--- config.mk ---
export PLATFORM = sky130hd
export DESIGN_NAME = ldwb_unit
export DESIGN_NICKNAME = d
export VERILOG_FILES = /design/src/rtl/ldwb_pkg.sv /design/src/rtl/ldwb_align.sv /design/src/rtl/ldwb_route.sv /design/src/rtl/ldwb_cost.sv /design/src/rtl/ldwb_unit.sv
export SDC_FILE = /design/constraint.sdc
export NUM_CORES = 1
export LEC_CHECK = 0
export BUFFER_PORTS_ARGS = -buffer_cell sky130_fd_sc_hd__buf_2
export CAP_MARGIN = 20
export CORE_ASPECT_RATIO = 1.1
export CORE_MARGIN = 2
export CORE_UTILIZATION = 45
export CTS_CLUSTER_DIAMETER = 120
export DETAILED_ROUTE_END_ITERATION = 10
export PLACE_DENSITY_LB_ADDON = 0.05
export SYNTH_ARGS = -nofsm -noshare
export SYNTH_HDL_FRONTEND = slang
export SYNTH_SLANG_ARGS = --single-unit
export TNS_END_PERCENT = 10
--- constraint.sdc ---
create_clock -name clk -period 3.34 [get_ports clk]
set_input_delay 0.668 -clock clk [delete_from_list [all_inputs] [get_ports clk]]
set_output_delay 0.668 -clock clk [all_outputs]
set_load 0.05 [all_outputs]
--- src/rtl/ldwb_pkg.sv ---
package ldwb_pkg;
  typedef enum logic [1:0] {
    K_STORE  = 2'b00,
    K_LDWORD = 2'b01,
    K_LDBYTE = 2'b10,
    K_NOP    = 2'b11
  } kind_t;

  typedef enum logic [1:0] {
    CL_STORE = 2'b00,
    CL_LOAD  = 2'b01,
    CL_JUMP  = 2'b10,
    CL_NONE  = 2'b11
  } cost_class_t;
endpackage

--- src/rtl/ldwb_align.sv ---
module ldwb_align #(
  parameter int DW = 32
) (
  input  logic [DW-1:0]             data_i,
  input  logic [$clog2(DW/8)-1:0]   lane_i,
  input  logic                      byte_mode_i,
  output logic [DW-1:0]             value_o
);
  localparam int LANES = DW / 8;

  logic [DW-1:0] rot [LANES];

  // one rotated copy per possible byte offset
  for (genvar k = 0; k < LANES; k++) begin : g_rot
    if (k == 0) begin : g_zero
      assign rot[k] = data_i;
    end else begin : g_shift
      assign rot[k] = {data_i[8*k-1:0], data_i[DW-1:8*k]};
    end
  end

  always_comb begin
    if (byte_mode_i) value_o = {{(DW-8){1'b0}}, rot[lane_i][7:0]};
    else             value_o = rot[lane_i];
  end
endmodule

--- src/rtl/ldwb_route.sv ---
module ldwb_route
  import ldwb_pkg::*;
#(
  parameter int DW         = 32,
  parameter int RIDX_W     = 4,
  parameter bit CLEAR_BIT0 = 1'b1
) (
  input  kind_t              kind_i,
  input  logic [RIDX_W-1:0]  dst_idx_i,
  input  logic               base_req_i,
  input  logic [RIDX_W-1:0]  base_idx_i,
  input  logic [DW-1:0]      value_i,
  output logic               ld_we_o,
  output logic               jump_o,
  output logic               base_we_o,
  output cost_class_t        cls_o,
  output logic [DW-1:0]      target_o
);
  localparam logic [RIDX_W-1:0] PC_IDX = {RIDX_W{1'b1}};

  logic is_load, to_pc, collide;

  always_comb begin
    is_load   = (kind_i == K_LDWORD) || (kind_i == K_LDBYTE);
    to_pc     = (dst_idx_i == PC_IDX);
    collide   = is_load && (base_idx_i == dst_idx_i);
    ld_we_o   = is_load && !to_pc;
    jump_o    = is_load && to_pc;
    base_we_o = base_req_i && (kind_i != K_NOP) && !collide;
    if (kind_i == K_STORE)  cls_o = CL_STORE;
    else if (jump_o)        cls_o = CL_JUMP;
    else if (is_load)       cls_o = CL_LOAD;
    else                    cls_o = CL_NONE;
  end

  if (CLEAR_BIT0) begin : g_clr
    assign target_o = {value_i[DW-1:1], 1'b0};
  end else begin : g_keep
    assign target_o = value_i;
  end
endmodule

--- src/rtl/ldwb_cost.sv ---
module ldwb_cost
  import ldwb_pkg::*;
#(
  parameter int COST_W = 6,
  parameter int WS_W   = 4,
  parameter int W_SEQ  = 1,
  parameter int W_NSEQ = 1,
  parameter int W_INT  = 1
) (
  input  cost_class_t        cls_i,
  input  logic [WS_W-1:0]    ws_i,
  output logic [COST_W-1:0]  cost_o
);
  localparam int C_STORE = 2 * W_NSEQ;
  localparam int C_LOAD  = W_SEQ + W_NSEQ + W_INT;
  localparam int C_JUMP  = 2 * W_SEQ + 2 * W_NSEQ + W_INT;

  logic [COST_W-1:0] base_c;

  always_comb begin
    case (cls_i)
      CL_STORE: base_c = COST_W'(C_STORE);
      CL_LOAD:  base_c = COST_W'(C_LOAD);
      CL_JUMP:  base_c = COST_W'(C_JUMP);
      default:  base_c = '0;
    endcase
    cost_o = base_c + COST_W'(ws_i);
  end
endmodule

--- src/rtl/ldwb_unit.sv ---
module ldwb_unit
  import ldwb_pkg::*;
#(
  parameter int DW         = 32,
  parameter int RIDX_W     = 4,
  parameter int WS_W       = 4,
  parameter int COST_W     = 6,
  parameter int W_SEQ      = 1,
  parameter int W_NSEQ     = 1,
  parameter int W_INT      = 1,
  parameter bit CLEAR_BIT0 = 1'b1
) (
  input  logic                     clk,
  input  logic                     rst_n,
  input  logic                     in_valid,
  input  logic [1:0]               in_kind,
  input  logic [DW-1:0]            mem_rdata,
  input  logic [$clog2(DW/8)-1:0]  addr_lo,
  input  logic [RIDX_W-1:0]        dst_idx,
  input  logic                     base_we_in,
  input  logic [RIDX_W-1:0]        base_idx_in,
  input  logic [DW-1:0]            base_data_in,
  input  logic [WS_W-1:0]          wait_cycles,
  output logic                     rf_we,
  output logic [RIDX_W-1:0]        rf_idx,
  output logic [DW-1:0]            rf_data,
  output logic                     bwb_we,
  output logic [RIDX_W-1:0]        bwb_idx,
  output logic [DW-1:0]            bwb_data,
  output logic                     jump_req,
  output logic [DW-1:0]            jump_target,
  output logic                     cost_valid,
  output logic [COST_W-1:0]        cost
);
  localparam logic [RIDX_W-1:0] PC_IDX   = {RIDX_W{1'b1}};
  localparam int                MIN_COST = (2 * W_NSEQ < W_SEQ + W_NSEQ + W_INT)
                                           ? 2 * W_NSEQ : W_SEQ + W_NSEQ + W_INT;

  // reset: asserted asynchronously, released on the clock
  logic rst_s1, rst_sync_n;
  always_ff @(posedge clk or negedge rst_n) begin
    if (!rst_n) begin
      rst_s1     <= 1'b0;
      rst_sync_n <= 1'b0;
    end else begin
      rst_s1     <= 1'b1;
      rst_sync_n <= rst_s1;
    end
  end

  kind_t         kind;
  logic [DW-1:0] aligned, target;
  logic          r_ld_we, r_jump, r_base_we;
  cost_class_t   cls;
  logic [COST_W-1:0] cost_n;

  assign kind = kind_t'(in_kind);

  ldwb_align #(.DW(DW)) u_align (
    .data_i      (mem_rdata),
    .lane_i      (addr_lo),
    .byte_mode_i (kind == K_LDBYTE),
    .value_o     (aligned)
  );

  ldwb_route #(.DW(DW), .RIDX_W(RIDX_W), .CLEAR_BIT0(CLEAR_BIT0)) u_route (
    .kind_i     (kind),
    .dst_idx_i  (dst_idx),
    .base_req_i (base_we_in),
    .base_idx_i (base_idx_in),
    .value_i    (aligned),
    .ld_we_o    (r_ld_we),
    .jump_o     (r_jump),
    .base_we_o  (r_base_we),
    .cls_o      (cls),
    .target_o   (target)
  );

  ldwb_cost #(.COST_W(COST_W), .WS_W(WS_W), .W_SEQ(W_SEQ),
              .W_NSEQ(W_NSEQ), .W_INT(W_INT)) u_cost (
    .cls_i  (cls),
    .ws_i   (wait_cycles),
    .cost_o (cost_n)
  );

  // next state
  logic rf_we_n, bwb_we_n, jump_n, cv_n, load_en;
  always_comb begin
    load_en  = in_valid;
    rf_we_n  = in_valid && r_ld_we;
    bwb_we_n = in_valid && r_base_we;
    jump_n   = in_valid && r_jump;
    cv_n     = in_valid && (kind != K_NOP);
  end

  // enables: every cycle
  always_ff @(posedge clk or negedge rst_sync_n) begin
    if (!rst_sync_n) begin
      rf_we      <= 1'b0;
      bwb_we     <= 1'b0;
      jump_req   <= 1'b0;
      cost_valid <= 1'b0;
    end else begin
      rf_we      <= rf_we_n;
      bwb_we     <= bwb_we_n;
      jump_req   <= jump_n;
      cost_valid <= cv_n;
    end
  end

  // payload: only on an accepted operation
  always_ff @(posedge clk or negedge rst_sync_n) begin
    if (!rst_sync_n) begin
      rf_idx      <= '0;
      rf_data     <= '0;
      bwb_idx     <= '0;
      bwb_data    <= '0;
      jump_target <= '0;
      cost        <= '0;
    end else if (load_en) begin
      rf_idx      <= dst_idx;
      rf_data     <= aligned;
      bwb_idx     <= base_idx_in;
      bwb_data    <= base_data_in;
      jump_target <= target;
      cost        <= cost_n;
    end
  end

  // checks
  assert_jump_excl_R4: assert property (@(posedge clk) disable iff (!rst_sync_n)
    jump_req |-> !rf_we);

  if (CLEAR_BIT0) begin : g_chk_clr
    assert_jump_even_R5: assert property (@(posedge clk) disable iff (!rst_sync_n)
      jump_req |-> !jump_target[0]);
  end

  assert_no_collide_R10: assert property (@(posedge clk) disable iff (!rst_sync_n)
    (rf_we && bwb_we) |-> (rf_idx != bwb_idx));

  assert_jump_wins_R10: assert property (@(posedge clk) disable iff (!rst_sync_n)
    (jump_req && bwb_we) |-> (bwb_idx != PC_IDX));

  assert_store_quiet_R6: assert property (@(posedge clk) disable iff (!rst_sync_n)
    (in_valid && in_kind == 2'b00) |=> (cost_valid && !rf_we && !jump_req));

  assert_idle_R11: assert property (@(posedge clk) disable iff (!rst_sync_n)
    (!in_valid || in_kind == 2'b11) |=> (!cost_valid && !rf_we && !bwb_we && !jump_req));

  assert_cost_floor_R7: assert property (@(posedge clk) disable iff (!rst_sync_n)
    cost_valid |-> (cost >= COST_W'(MIN_COST)));
endmodule

==> results list, run 1 <==
* Final hold violation count: 0
* Post-cts gate resize count: 0
- Setup TNS after final layout: 0 ns
* Clock edge transition at the registers on the reported setup and hold paths: 0.09 ns
- The synthesized netlist contains 31 unique library cells.
* Cell at the root of the clock tree: clkbuf_8
- Share of synthesized area occupied by flip-flops and latches: between 40% and 50%
* Initial Util: 46.4%
- Slack of the worst reg-to-reg path: 2.41 ns
* Share of total power consumed by net switching: 41.2%
- In the synthesized netlist, the number of instances is 336.
- CORE AREA: 9350 sq um
- Cell count after placement: 600
- Total standard cell area after synthesis: 4340 sq um
* Antenna violations before repair: 0
- The critical path in this run is classified as input pin to flip-flop.
* Internal Pwr Total: 1.79 mW
* Maximum Capacitance Violations: 0
* # H-tree levels: 3
- Sinks on the clock net: 83
- The largest single stage delay on the critical path is 0.66 ns.
- Vias/cell: 4.98
- Pin count of the biggest net entering global routing: 82
- The post-route netlist has around 60% of its cells at a drive strength greater than 1.
* Net count, final: 587
* Synthesis Warnings: 0
- After synthesis the netlist holds a flip-flop and latch count of 83.
- R2r worst-path depth: 3
- The die covers 10500 sq um.
- The HPWL after detailed placement is between 6000 and 7000 microns.
* Horizontal extent of the die: between 90 and 100 microns
* Via count: between 3000 and 4000
* Number of inserted diodes: 0
- Clk Latency, worst-skew pair: 0.36 ns
- At the worst endpoint, the required time is about 3.6 ns.
* Leakage power: 2.74 nW
* Site Rows: 37
- Measured along the y axis, the die boundary spans 107 microns.
* Routability congestion estimate: 0.730
- Port buffer count: 195
- Combinational share of power: 36.4%
- Number of synthesized flops with an enable pin: 0
* Tmin final: about 2.2 ns
- Worst Path Max Fanout: 5
- HP Class: input pin to asynchronous set/reset pin
- Across the VDD grid, the largest voltage drop is 271 uV.
- Final worst slack: 1.11 ns
- Clock tree synthesis inserted a total of 9 buffers.
- Relative contribution of sequential cells to total power: approximately two fifths
* Origin of the critical flop-to-flop path: cost[3]
- In this run the power density over the cells is 569 nW/um^2.
- Clock share of power: 24.4%
- For this design, the CTS-stage hold fixing added 0 buffers.
- The worst setup path is launched from an input pin.
- Setup repair after global routing left no endpoint under its margin.
- Area grow syn2layout: 23.3%
- The first detailed-routing pass ran for 4 iterations.
- After global routing the overflow that remains totals 0.
- The via count of the first global-routing pass was 3022.
- Pin slew with the least headroom to its limit: 0.774 ns
* CP max-delay cell: or4b_2
- First-pass GRT wire length: 15200 microns
- The longest clock path from root to sink contains 2 buffers.
* Reg2Reg Capture Point: cost[3]
- Counting flops with an async set or reset pin after synthesis yields a share of 100%.
* Cell Chain, Critical Path: buf_2, inv_1, ha_1, nor3b_1, ha_1, inv_1, or4b_2, nand3_1
- Post-CTS setup-driven buffer insertion count: 0
* Sum of routed wire length over all layers: 9600 microns
* Type of element capturing the critical path: flip-flop
- The flow ran to the end, and the final reports show no timing, DRC or antenna violations.
- Between clock sinks in the finished design, the worst skew comes to 0.0147 ns.
- Averaged over all synthesized cells, the footprint is 12.9 sq um.
- Arrival time of the worst setup path: about 2.5 ns
- After the flow finishes, the layout carries non-filler instances totaling 617.
- Iteration-0 DRC Markers: 75
* Highest Clock Rate: between 0.4 and 0.5 GHz
- DRC Markers: 0
- For this design the total switching power over the nets is 1.25 mW.
- Setup violations remaining at the end of the flow were counted as 0.
- TritonCTS built the clock tree.
- The most used flip-flop cell after synthesis is dfrtp_1.
* Max-slew violation count: 0
* Total GRT Usage: 18.5%
* Worst max-slew margin expressed relative to the limit: 48.4%
- The detail route stage leaves a number of antenna-violating nets equal to 0.
* Final Cycle Share: about two thirds
- Place WS: 0.740 ns
* Routed wire length per instance: 15.6 microns
* I/O Pins: 198
[routing by layer]
layer	up-vias	global-route usage [%]	part of all wire [%]
met2	125	29.9	48
met5	-	0	0
met1	1488	24.5	43
met4	0	5.95	1.3
li1	1451	-	-
met3	9	4.82	7.4
[state kept, by name (all words and copies together) (netlist names)]
register    count
jump_req        1
bwb_data       32
rf_we           1
rf_data        32
cost_valid      1
rf_idx          4
cost            5
bwb_we          1
rst_sync_n      1
rst_s1          1
bwb_idx         4
[area by class of cell]
cell class | instances | area (sq um)
Clock inverter | 6 | 63.8
Multi-Input combinational cell | 162 | 1750
Clock buffer | 10 | 138
Fill cell | 829 | 4000
Sequential cell | 83 | 2080
Timing Repair Buffer | 200 | 1040
Tap cell | 117 | 146
Inverter | 39 | 146
[power groups by stage]
stage	Sequential (mW)	Clock (mW)	Combinational, mW
5_1_grt	1.21	0.812	1.17
4_1_cts	1.21	0.766	1.10
3_5_place_dp	1.23	0	1.10
6_report	1.19	0.744	1.11
3_3_place_gp	1.22	0	1.09
2_1_floorplan	1.61	0	0.509
[worst max path at each step]
stage	start	to	cells past startpoint
after floorplan	rst_sync_n	bwb_data[0]	0
after global placement	in_kind[0]	cost[3]	8
after detailed placement	in_kind[0]	cost[3]	8
after CTS	in_kind[0]	cost[3]	8
after global routing	in_kind[0]	cost[3]	8
final	in_kind[0]	cost[3]	8
[stage by stage]
step	total power [mW]	hold WS, ns	instance area, sq um	util, %
4_1_cts	3.08	0.0578	5330	57.0
3_3_place_gp	2.32	0.337	5130	54.8
3_5_place_dp	2.33	0.336	5130	54.8
2_1_floorplan	2.12	0.331	4350	-
6_report	3.05	0.0693	5360	57.3
5_1_grt	3.19	0.0543	5360	57.3
[kinds of logic after synthesis]
| group | after synthesis | share of synthesized area, % |
|---|---|---|
| muxes | 99 | 30.0 |
| buffers and inverters | 92 | 12.1 |
| DFF | 83 | 47.8 |
| AOI/OAI and AO/OA | 31 | 4.41 |
| and+or+nand+nor | 16 | 2.07 |
| adders and majority gates | 8 | 2.48 |
| xor gates and xnor gates | 5 | 1.01 |
| other | 2 | 0.173 |
[synth_stat cells, types with 2 or more instances]
| cell type | count | area (sq um) |
|---|---|---|
| dfrtp_1 | 83 | 2080 |
| mux2_2 | 61 | 687 |
| inv_1 | 39 | 146 |
| buf_4 | 35 | 263 |
| o22ai_1 | 24 | 150 |
| mux2i_1 | 16 | 160 |
| mux4_2 | 15 | 338 |
| buf_2 | 7 | 35.0 |
| clkbuf_1 | 7 | 26.3 |
| ha_1 | 7 | 87.6 |
| mux2_4 | 6 | 90.1 |
| a21oi_1 | 4 | 20.0 |
| buf_6 | 3 | 33.8 |
| nor2_1 | 3 | 11.3 |
| nor2b_1 | 3 | 18.8 |
| xor2_1 | 3 | 26.3 |
| a31oi_1 | 2 | 12.5 |
| conb_1 | 2 | 7.51 |
| nand2_1 | 2 | 7.51 |
| nand2b_1 | 2 | 12.5 |
| xnor2_1 | 2 | 17.5 |
[cell usage in the layout (no fill, tap or decap), types with 3 or more instances in the layout]
cell,n
mux4_2,15
dfrtp_1,82
mux2_4,6
clkbuf_8,10
conb_1,3
o22ai_1,24
xor2_1,3
nor2_1,3
mux2_2,61
ha_1,7
nor2b_1,3
a21oi_1,4
buf_2,194
inv_1,39
buf_4,5
mux2i_1,16
[critical path: cells and delay by family]
kind,cells,cell delay [ns]
adder cells (fa/ha/maj),2,0.69
AND/OR/NAND/NOR,3,0.93
buffers and inverters,3,0.22
(Power assumes the default switching activity.)
==> inputs of run 2 (changes only) <==
- clock period: 3.34 -> 2.2 ns (I/O delays scaled with it)
==> results list, run 2 (synthesized netlist as in run 1, its figures left out) <==
- The combined global-route utilization of all metal layers was 18.1% (-0.36 points).
- R2r worst-path depth: 1 (-2)
- Number of buffers on the longest clock path: 2 (unchanged)
- The final clock skew came to 0.0102 ns (-0.00454 ns).
- The placed wire-length estimate is 7050 microns (+0.98%).
- Final Cycle Share: 87.2%
* Cell Chain, Critical Path: buf_2, inv_1, ha_1, a21oi_1, nor2_1, ha_1, a21oi_1, or4b_2, nand3_1
- Largest registers in the final layout: bwb_data (32), rf_data (32), cost (5)
* Number of inserted diodes: 0 (unchanged)
- The worst setup path is captured at a flip-flop.
* Kind of start point of the critical path: input pin
- The vertical die dimension came to 107 microns (unchanged).
* Routed wire length per instance: 15.0 microns (-3.5%)
- Die outline area: 10500 sq um (unchanged)
- The width of the die came to 97.7 microns (unchanged).
- The H-tree depth came to 3 (unchanged).
* Arrival time of the worst setup path: 2.21 ns (-0.31 ns)
* Met1 capacity usage during global routing: 23.7% (-0.77 points)
- DRC Markers: 0 (unchanged)
- Setup repair after global routing left no endpoint under its margin.
- The placeable core region was 9350 sq um (unchanged).
* First-pass GRT wire length: 14800 microns (-2.9%)
- Max-slew violation count: 0 (unchanged)
* Sinks on the clock net: 83 (unchanged)
* Power density over the cells: 820 nW/um^2 (+44%)
* GRT Max-Usage Layer: met2
- Area grow syn2layout: 24.7%
- Aggregate global routing overflow: 0 (unchanged)
- Leading cell type in the layout, fill and taps excluded: buf_2
- The CTS clock-pin slew for the worst setup and hold paths came to 0.08 ns (about the same).
- CP Data Required Time: 2.49 ns (-1.14 ns)
- Leaving out fill and tap cells, the most frequent cells in the layout are buf_2 (194), dfrtp_1 (82), mux2_2 (61), inv_1 (39), o22ai_1 (24).
- Share of cells above drive strength 1: 60.4% (+0.23 points)
* Final worst slack: 0.281 ns (-0.830 ns)
* Worst hold slack after final layout: 0.283 ns (+0.214 ns)
- The met3 track utilization from global routing came to 5.02% (+0.20 points).
* Overall power after layout: 4.44 mW (+46%)
* Peak VDD IR: 418 uV (+54%)
- Antenna violations before repair: 0 (unchanged)
- Slack of the worst reg-to-reg path: 1.30 ns (-1.11 ns)
- Clock tree synthesis selected as its root buffer the cell clkbuf_8.
* CP max-delay cell: or4b_2
- The number of max-capacitance violations reported was 0 (unchanged).
* Routability congestion estimate: 0.768 (+5.3%)
* Worst Path Max Fanout: 4 (-1)
- The starting density of the core was 46.4% (unchanged).
- The detailed router's first-iteration violation count came to 67 (-11%).
- Number of global-route vias before repair: 2968 (-1.8%)
- The leakage dissipation was 2.78 nW (+1.3%).
- Clk Latency, worst-skew pair: 0.36 ns (about the same)
- The path class of the tightest hold or removal check is flip-flop to asynchronous set/reset pin.
- For the finished layout, the period the worst path requires is 1.92 ns.
- The final wirelength is 9390 microns (-2.2%).
* Pin count of the biggest net entering global routing: 53 (-35%)
- Port buffer count: 195 (unchanged)
- The largest stage delay on the critical path is 0.61 ns (-0.05 ns).
* Detailed-routing iteration count for the pre-antenna-repair pass: 4 (unchanged)
- The flow ran to the end, and the final reports show no timing, DRC or antenna violations.
- Net count, final: 596 (+1.5%)
* Site Rows: 37 (unchanged)
* Reg2Reg Capture Point: bwb_data[31]
- I/O Pins: 198 (unchanged)
- Number of buffers created by CTS: 9 (unchanged)
* Count of antenna-violating nets left after detailed routing: 0 (unchanged)
- Vias/cell: 4.88 (-2.1%)
- The worst setup timing slack at the placement stage is -0.0834 ns (-0.824 ns).
- The startpoint identified for the worst register-to-register timing path is rst_sync_n.
- The fill cell instance count of the final layout came to 845 (+1.9%).
* Final setup vio count: 0 (unchanged)
* Via count: 3048 (-0.81%)
- Critical path start-end classification: input pin to flip-flop
- The count of final hold-check violations was 0 (unchanged).
- Highest Clock Rate: between 0.5 and 0.6 GHz
- The met2 usage was 28.6% (-1.3 points).
- TritonCTS built the clock tree.
* Util after Layout: 57.9% (+0.62 points)
-- run 2: cell types whose count changed in the layout (fill, tap and decap cells not counted), sizes merged --
cell / change
buf: +8
clkinv: +2
bufinv: -1
clkinvlp: -1
dlygate4sd3: +1
inv: -1
-- run 2: worst max-delay path by stage --
stage	start	to	slack (ns)	depth (start not counted)
2_1_floorplan	in_kind[0]	cost[3]	0.08	7
3_3_place_gp	in_kind[0]	cost[3]	-0.01	9
3_5_place_dp	in_kind[0]	cost[3]	-0.08	9
4_1_cts	in_kind[0]	cost[3]	0.29	9
5_1_grt	in_kind[0]	cost[3]	0.17	9
6_report	in_kind[0]	cost[3]	0.28	9
-- run 2: critical path, delay by kind of cell --
| kind | cells | cell delay, ns |
|---|---|---|
| fa+ha+maj | 2 | 0.60 |
| compound gates | 2 | 0.25 |
| simple gates | 3 | 0.78 |
| buf+inv | 2 | 0.14 |
-- run 2: routing by layer --
layer / share of wire (%) / up-vias
met3: 7.7 / 14
met1: 43 / 1445
li1: - / 1469
met2: 47 / 120
met4: 2.1 / 0
met5: 0 / -
-- run 2: layout make-up --
type | count | area [sq um] | share of cell area [%]
timing repair buffer | 209 | 1140 | 21.0
sequential | 83 | 2080 | 38.4
inverter | 39 | 146 | 2.70
multi-input combinational | 162 | 1750 | 32.2
tap | 117 | 146 | 2.70
clock buffer | 10 | 128 | 2.36
clock inverter | 5 | 31.3 | 0.578
-- run 2: report_power, final --
group / total [mW] / switching, mW / internal [mW]
sequential: 1.81 / 0.115 / 1.70
combinational: 1.71 / 1.22 / 0.487
clock: 0.919 / 0.520 / 0.399
total: 4.44 / 1.85 / 2.58
-- run 2: metrics by stage --
step | area [sq um] | instances | TNS (ns)
global route | 5410 | 625 | 0
floorplan | 4350 | 337 | 0
finish | 5410 | 625 | 0
detailed placement | 5250 | 609 | -0.126
global placement | 5250 | 609 | -0.0145
CTS | 5410 | 625 | 0
-- run 2: repair_timing --
item / CTS / global route
hold buffers: 1 / 0
gates resized for setup: 0 / 0
setup buffers: 0 / 0
hold endpoints to repair: 2 / 0
